$ cat config.mk
export PLATFORM = sky130hd
export DESIGN_NAME = tcm_ilv_arb
export DESIGN_NICKNAME = d
export VERILOG_FILES = /design/src/rtl/dbt_pkg.sv /design/src/rtl/dbt_parity.sv /design/src/rtl/dbt_bank_arb.sv /design/src/rtl/tcm_ilv_arb.sv
export SDC_FILE = /design/constraint.sdc
export NUM_CORES = 1
export LEC_CHECK = 0
export BUFFER_PORTS_ARGS = -buffer_cell sky130_fd_sc_hd__clkbuf_2
export CORE_AREA = 2 2 317 319
export DETAILED_ROUTE_END_ITERATION = 8
export DIE_AREA = 0 0 319 321
export GPL_TIMING_DRIVEN = 0
export PLACE_DENSITY = 0.3
export SLEW_MARGIN = 0
export SYNTH_ARGS = -nofsm -noshare
export SYNTH_HDL_FRONTEND = slang
export SYNTH_SLANG_ARGS = --single-unit
export TNS_END_PERCENT = 10
$ cat constraint.sdc
create_clock -name clk -period 6.4 [get_ports clk]
set_clock_uncertainty 0.1 [all_clocks]
set_input_delay 1.6 -clock clk [delete_from_list [all_inputs] [get_ports clk]]
set_output_delay 1.6 -clock clk [all_outputs]
set_load 0.02 [all_outputs]
$ cat src/rtl/dbt_pkg.sv
package dbt_pkg;

    localparam int NREQ    = 3;
    localparam int NBANK   = 2;
    localparam int DW      = 64;
    localparam int NBYTE   = DW / 8;
    localparam int SEL_BIT = $clog2(NBYTE);

    typedef enum logic [1:0] {
        PORT_LS  = 2'd0,
        PORT_IF  = 2'd1,
        PORT_DMA = 2'd2
    } port_e;

    // index 0 is the highest priority
    localparam port_e PRIO_ORDER [NREQ] = '{PORT_LS, PORT_DMA, PORT_IF};

    typedef struct packed {
        logic  vld;
        logic  wr;
        port_e own;
    } rsp_t;

    function automatic logic [NBYTE-1:0] byte_par(input logic [DW-1:0] d,
                                                  input logic          odd);
        logic [NBYTE-1:0] p;
        for (int i = 0; i < NBYTE; i++) p[i] = (^d[8*i +: 8]) ^ odd;
        return p;
    endfunction

endpackage

$ cat src/rtl/dbt_parity.sv
module dbt_parity
    import dbt_pkg::*;
(
    input  logic             odd,
    input  logic [DW-1:0]    wdata,
    output logic [NBYTE-1:0] wpar,
    input  logic [DW-1:0]    rdata,
    input  logic [NBYTE-1:0] rpar,
    output logic             mismatch
);
    logic [NBYTE-1:0] lane_bad;

    for (genvar g = 0; g < NBYTE; g++) begin : g_lane
        assign wpar[g]     = (^wdata[8*g +: 8]) ^ odd;
        assign lane_bad[g] = ((^rdata[8*g +: 8]) ^ odd) != rpar[g];
    end

    assign mismatch = |lane_bad;
endmodule

$ cat src/rtl/dbt_bank_arb.sv
module dbt_bank_arb
    import dbt_pkg::*;
(
    input  logic            clk,
    input  logic            rst,
    input  logic [NREQ-1:0] hit,
    input  logic [NREQ-1:0] wr,
    input  logic            bank_wait,
    output logic            en,
    output logic [NREQ-1:0] gnt,
    output port_e           own,
    output rsp_t            rsp
);
    logic  lock_q;
    port_e lock_own_q;
    port_e pick;
    logic  any;

    always_comb begin
        pick = PORT_LS;
        any  = 1'b0;
        for (int k = NREQ - 1; k >= 0; k--) begin
            if (hit[PRIO_ORDER[k]]) begin
                pick = PRIO_ORDER[k];
                any  = 1'b1;
            end
        end
        if (lock_q) begin
            pick = lock_own_q;
            any  = hit[lock_own_q];
        end
    end

    assign en  = any;
    assign own = pick;
    assign gnt = any ? (NREQ'(1) << pick) : '0;

    always_ff @(posedge clk) begin
        if (rst) begin
            lock_q     <= 1'b0;
            lock_own_q <= PORT_LS;
            rsp        <= '0;
        end else begin
            lock_q     <= any & bank_wait;
            lock_own_q <= pick;
            rsp.vld    <= any & ~bank_wait;
            rsp.wr     <= wr[pick];
            rsp.own    <= pick;
        end
    end

    AST_LS_FIRST: assert property (@(posedge clk) disable iff (rst)
        (hit[PORT_LS] && !lock_q) |-> gnt[PORT_LS]);

    AST_DMA_OVER_IF: assert property (@(posedge clk) disable iff (rst)
        (hit[PORT_DMA] && !hit[PORT_LS] && !lock_q) |-> !gnt[PORT_IF]);

    AST_WAIT_HOLD: assert property (@(posedge clk) disable iff (rst)
        (en && bank_wait) |=> (!en || $stable(gnt)));

    AST_RSP_FOLLOWS: assert property (@(posedge clk) disable iff (rst)
        rsp.vld |-> $past(en && !bank_wait));
endmodule

$ cat src/rtl/tcm_ilv_arb.sv
module tcm_ilv_arb
    import dbt_pkg::*;
#(
    parameter int AW = 16,
    localparam int IW = AW - SEL_BIT - 1
)(
    input  logic                             clk,
    input  logic                             rst,
    input  logic                             cfg_odd_par,
    input  logic [NREQ-1:0]                  rq_req,
    input  logic [NREQ-1:0][AW-1:0]          rq_addr,
    input  logic [NREQ-1:0]                  rq_we,
    input  logic [NREQ-1:0][DW-1:0]          rq_wdata,
    input  logic [NREQ-1:0][NBYTE-1:0]       rq_be,
    output logic [NREQ-1:0]                  rq_gnt,
    output logic [NREQ-1:0]                  rq_stall,
    output logic [NREQ-1:0]                  rq_done,
    output logic [NREQ-1:0][DW-1:0]          rq_rdata,
    output logic [NREQ-1:0]                  rq_err,
    output logic [NBANK-1:0]                 bk_en,
    output logic [NBANK-1:0]                 bk_we,
    output logic [NBANK-1:0][IW-1:0]         bk_idx,
    output logic [NBANK-1:0][DW-1:0]         bk_wdata,
    output logic [NBANK-1:0][NBYTE-1:0]      bk_be,
    output logic [NBANK-1:0][NBYTE-1:0]      bk_wpar,
    input  logic [NBANK-1:0][DW-1:0]         bk_rdata,
    input  logic [NBANK-1:0][NBYTE-1:0]      bk_rpar,
    input  logic [NBANK-1:0]                 bk_wait,
    input  logic [NBANK-1:0]                 bk_err
);
    logic [NBANK-1:0][NREQ-1:0] hit;
    logic [NBANK-1:0][NREQ-1:0] gnt_b;
    port_e                      own   [NBANK];
    rsp_t                       rsp   [NBANK];
    logic [NBANK-1:0]           perr;

    for (genvar r = 0; r < NREQ; r++) begin : g_req
        logic sel;
        assign sel = rq_addr[r][SEL_BIT];
        for (genvar b = 0; b < NBANK; b++) begin : g_hit
            assign hit[b][r] = rq_req[r] & (sel == 1'(b));
        end
        assign rq_gnt[r]   = gnt_b[0][r] | gnt_b[1][r];
        assign rq_stall[r] = rq_req[r] & ~(gnt_b[sel][r] & ~bk_wait[sel]);

        AST_ALIGNED: assert property (@(posedge clk) disable iff (rst)
            rq_req[r] |-> (rq_addr[r][SEL_BIT-1:0] == '0));
    end

    for (genvar b = 0; b < NBANK; b++) begin : g_bank
        dbt_bank_arb u_arb (
            .clk       (clk),
            .rst       (rst),
            .hit       (hit[b]),
            .wr        (rq_we),
            .bank_wait (bk_wait[b]),
            .en        (bk_en[b]),
            .gnt       (gnt_b[b]),
            .own       (own[b]),
            .rsp       (rsp[b])
        );

        assign bk_we[b]    = rq_we[own[b]];
        assign bk_idx[b]   = rq_addr[own[b]][AW-1:SEL_BIT+1];
        assign bk_wdata[b] = rq_wdata[own[b]];
        assign bk_be[b]    = rq_be[own[b]];

        dbt_parity u_par (
            .odd      (cfg_odd_par),
            .wdata    (bk_wdata[b]),
            .wpar     (bk_wpar[b]),
            .rdata    (bk_rdata[b]),
            .rpar     (bk_rpar[b]),
            .mismatch (perr[b])
        );
    end

    always_comb begin
        rq_done  = '0;
        rq_err   = '0;
        rq_rdata = '0;
        for (int b = 0; b < NBANK; b++) begin
            if (rsp[b].vld) begin
                rq_done[rsp[b].own]  = 1'b1;
                rq_rdata[rsp[b].own] = bk_rdata[b];
                rq_err[rsp[b].own]   = bk_err[b] | (~rsp[b].wr & perr[b]);
            end
        end
    end

    AST_ERR_WITH_DONE: assert property (@(posedge clk) disable iff (rst)
        ((rq_err & ~rq_done) == '0));

    AST_BANKS_SPLIT: assert property (@(posedge clk) disable iff (rst)
        ((gnt_b[0] & gnt_b[1]) == '0));
endmodule

==> results.sh <==
export IMPL_p_total_mw=2.229
export IMPL_nFillCells=11740
export IMPL_core_um2=99280
export IMPL_crit_chain="clkbuf_2 > a22o_1 > o31a_1 > buf_2 > nor2_4 > buf_6 > buf_4 > buf_2 > nand2_1 > o21ai_0 > clkbuf_2"
export IMPL_final_setup_viol_count=1
export IMPL_path_clk_slew_ps=50
export IMPL_status="finished, violations left"
export IMPL_num_rows=116
export IMPL_mostFrequentLayoutCells="clkbuf_2 (807), xnor2_1 (228), a22o_1 (194), mux2i_1 (178), nand2_1 (158)"
export IMPL_cts_sinks=10
export IMPL_cts_tree="done"
export IMPL_numCtsBuffers=3
export IMPL_p_clk_share_pct=6.1
export IMPL_avgViaCountPerCell=4.055
export IMPL_gr_total_overflow=0
export IMPL_drc=0
export IMPL_vdd_drop_max_uv=59.61
export IMPL_worstPathRequired_ps=4700
export IMPL_grt_use_total_pct=18.65
export IMPL_vias=13790
export IMPL_areaGrowthSynthToFinish_pct=58.80
export IMPL_relSlewSlack_pct=29.93
export IMPL_cts_setup_buffers=0
export IMPL_worst_setup_path_type="in2out"
export IMPL_htree_num_levels=1
export IMPL_hold_class="reg2reg"
export IMPL_switchingPower_mw=1.357
export IMPL_synthMuxAreaShare_pct=18.21
export IMPL_grt_pass1_vias=14450
export IMPL_power_density_nw_per_um2=142.6
export IMPL_tightest_slew_ps=1051
export IMPL_internal_power_mw=0.8721
export IMPL_min_period_over_period_pct=100.2
export IMPL_maxCapViolCount=0
export IMPL_ctsHoldBuffers=0
export IMPL_gp_congestion=0.8532
export IMPL_synth_seq_area_share_pct=2.033
export IMPL_synth_cells=1293
export IMPL_drt_total_wl_um=100400
export IMPL_synth_cell_area_um2=9846
export IMPL_place_ws_ps=-773.7
export IMPL_power_leakage_nw=6.871
export IMPL_dp_hpwl_um=86920
export IMPL_rsz0062_at_grt="yes"
export IMPL_setup_slack_ps=-12.29
export IMPL_synth_top_family_by_area="compound AO/OA/AOI/OAI gates"
export IMPL_grt_max_degree=11
export IMPL_synth_cell_types=54
export IMPL_initial_utilization_pct=9.918
export IMPL_seq_power_share_pct=3.2
export IMPL_ios=813
export IMPL_combPwrFrac_pct=90.7
export IMPL_critPathArrivalTime_ps=4710
export IMPL_layout_commonest_cell="clkbuf_2"
export IMPL_max_stage_delay_ps=490
export IMPL_layout_cells_non_filler=3400
export IMPL_holdWs_ps=929.2
export IMPL_reg2reg_to="g_bank[1].u_arb.rsp[2]$_SDFF_PP0_"
export IMPL_synth_async_reset_ratio_pct=0
export IMPL_crit_cells=11
export IMPL_synth_simple_gate_area_share_pct=9.480
export IMPL_report_final_slew_viol_count=0
export IMPL_ys_seq_elements=10
export IMPL_first_iter_violations=696
export IMPL_fmax_mhz=156.0
export IMPL_r2r_cells=6
export IMPL_die_h_um=321
export IMPL_final_util_pct=15.75
export IMPL_fin_area_um2=15640
export IMPL_synth_fa_ha_area_share_pct=0
export IMPL_failed_checks="negative setup slack"
export IMPL_ff2ff_setup_slack_ps=3340
export IMPL_register_area_um2=200.2
export IMPL_hold_viol_final=0
export IMPL_wl_per_cell_um=29.53
export IMPL_swShare_pct=60.87
export IMPL_drive_gt1_share_pct=41.90
export IMPL_tns_ps=-12.29
export IMPL_place_area_um2=15480
export IMPL_synth_compound_area_share_pct=32.48
export IMPL_timing_rr_start="g_bank[1].u_arb.lock_q$_SDFF_PP0_"
export IMPL_die_area_um2=102400
export IMPL_ant_nets=0
export IMPL_critPathMaxFanout=11
export IMPL_synth_net_count=1714
export IMPL_clock_latency_ps=250
export IMPL_worst_path_buf_inv=6
export IMPL_synthXorXnorAreaFrac_pct=31.78
export IMPL_die_w_um=319
export IMPL_finalCriticalPeriod_ps=6412
export IMPL_grt_pass1_wl_um=132200
export IMPL_port_buffers=801
export IMPL_startpoint="rq_addr[35]"
export IMPL_multi_input_area_um2=9059
export IMPL_synth_edf_count=0
export IMPL_cp_end_kind="output pin"
export IMPL_num_nets_final=2520
export IMPL_antenna_found_initial=20
export IMPL_synth_avg_cell_area_um2=7.615
export IMPL_critPathTopFamily="buffers and inverters"
export IMPL_root_buffer="clkbuf_16"
export IMPL_yosysWarnings=0
export IMPL_firstDrtPassIters=5
export IMPL_cp_slowest_cell="nor2_4"
export IMPL_start_kind="input port"
export IMPL_dpl_cell_count=3392
export IMPL_ys_flop_type="dfxtp_1"
export IMPL_endpoint="bk_wdata[84]"
export IMPL_clk_path_buf_depth=2
## per-layer routing
| metal | GRT usage, % | wire length, um | vias to the layer above |
|---|---|---|---|
| met2 | 37.10 | 54490 | 586 |
| met4 | 2.914 | 1692 | 18 |
| met1 | 19.68 | 37190 | 6783 |
| met5 | 0 | 98 | - |
| met3 | 4.924 | 6928 | 72 |
| li1 | - | - | 6328 |
## worst min-delay path: cells and delay by family (launching register included)
family / cells / cell delay, ps
DFF: 1 / 370
buffers and inverters: 1 / 120
AOI/OAI and AO/OA: 1 / 270
and+or+nand+nor: 1 / 210
## flip-flops by register name, indices dropped and copies added (netlist names)
register,cells
g_bank.u_arb.lock_q,2
g_bank.u_arb.rsp,8
## what timing repair did
| action | 4_1_cts | 5_1_grt |
|---|---|---|
| endpoints found under the hold margin | 0 | 0 |
| pin swaps | 1 | 0 |
| gates resized for setup | 28 | 5 |
| cloned | 0 | 0 |
| setup endpoints to repair | 117 | 15 |
## how the worst min path moves through the flow
stage                                      startpoint                                 to  depth (start not counted)
CTS                 g_bank[1].u_arb.lock_q$_SDFF_PP0_  g_bank[1].u_arb.rsp[3]$_SDFF_PP0_                          3
global placement    g_bank[0].u_arb.lock_q$_SDFF_PP0_  g_bank[0].u_arb.rsp[3]$_SDFF_PP0_                          3
detailed placement  g_bank[0].u_arb.lock_q$_SDFF_PP0_  g_bank[0].u_arb.rsp[3]$_SDFF_PP0_                          3
floorplan           g_bank[1].u_arb.lock_q$_SDFF_PP0_  g_bank[1].u_arb.rsp[3]$_SDFF_PP0_                          3
global route        g_bank[1].u_arb.lock_q$_SDFF_PP0_  g_bank[1].u_arb.rsp[3]$_SDFF_PP0_                          3
finish              g_bank[1].u_arb.lock_q$_SDFF_PP0_  g_bank[1].u_arb.rsp[3]$_SDFF_PP0_                          3
## power by group through the flow
stage / sequential, mW / combinational (mW) / clock, mW
2_1_floorplan: 0.0695 / 1.10 / 0
3_3_place_gp: 0.0715 / 2.07 / 0
3_5_place_dp: 0.0715 / 2.06 / 0
4_1_cts: 0.0702 / 2.07 / 0.144
5_1_grt: 0.0708 / 2.17 / 0.145
6_report: 0.0703 / 2.02 / 0.136
## cell usage after synthesis (7+ instances only)
| cell | count | area [um2] |
|---|---|---|
| nand2_1 | 158 | 593.1 |
| xor2_1 | 83 | 727.0 |
| o22ai_1 | 19 | 118.9 |
| nor2_1 | 32 | 120.1 |
| inv_1 | 7 | 26.28 |
| mux2i_1 | 178 | 1782 |
| o2bb2ai_2 | 9 | 135.1 |
| a22o_1 | 194 | 1699 |
| dfxtp_1 | 10 | 200.2 |
| o21ai_0 | 151 | 755.7 |
| a21oi_1 | 9 | 45.04 |
| clkbuf_1 | 59 | 221.5 |
| buf_4 | 17 | 127.6 |
| xnor3_1 | 18 | 405.4 |
| buf_1 | 12 | 45.04 |
| o2bb2ai_1 | 18 | 157.7 |
| buf_2 | 23 | 115.1 |
| xnor2_1 | 228 | 1997 |
## kinds of logic (layout without fill, tap and decap cells)
| kind of cell | after synthesis | after routing |
|---|---|---|
| xor gates and xnor gates | 329 | 329 |
| AOI/OAI and AO/OA | 429 | 429 |
| other | 0 | 4 |
| and+or+nand+nor | 223 | 223 |
| buffers and inverters | 123 | 928 |
| DFF | 10 | 10 |
| muxes | 179 | 179 |
## final cells by class
type | instances | share of cell area (%)
multi-input combinational | 1160 | 57.94
timing repair buffer | 801 | 25.64
tap | 1298 | 10.39
buffer | 116 | 3.953
sequential | 10 | 1.280
clock buffer | 4 | 0.5682
inverter | 7 | 0.1681
antenna | 4 | 0.06402
No activity file was read; power rests on OpenSTA's default activity.
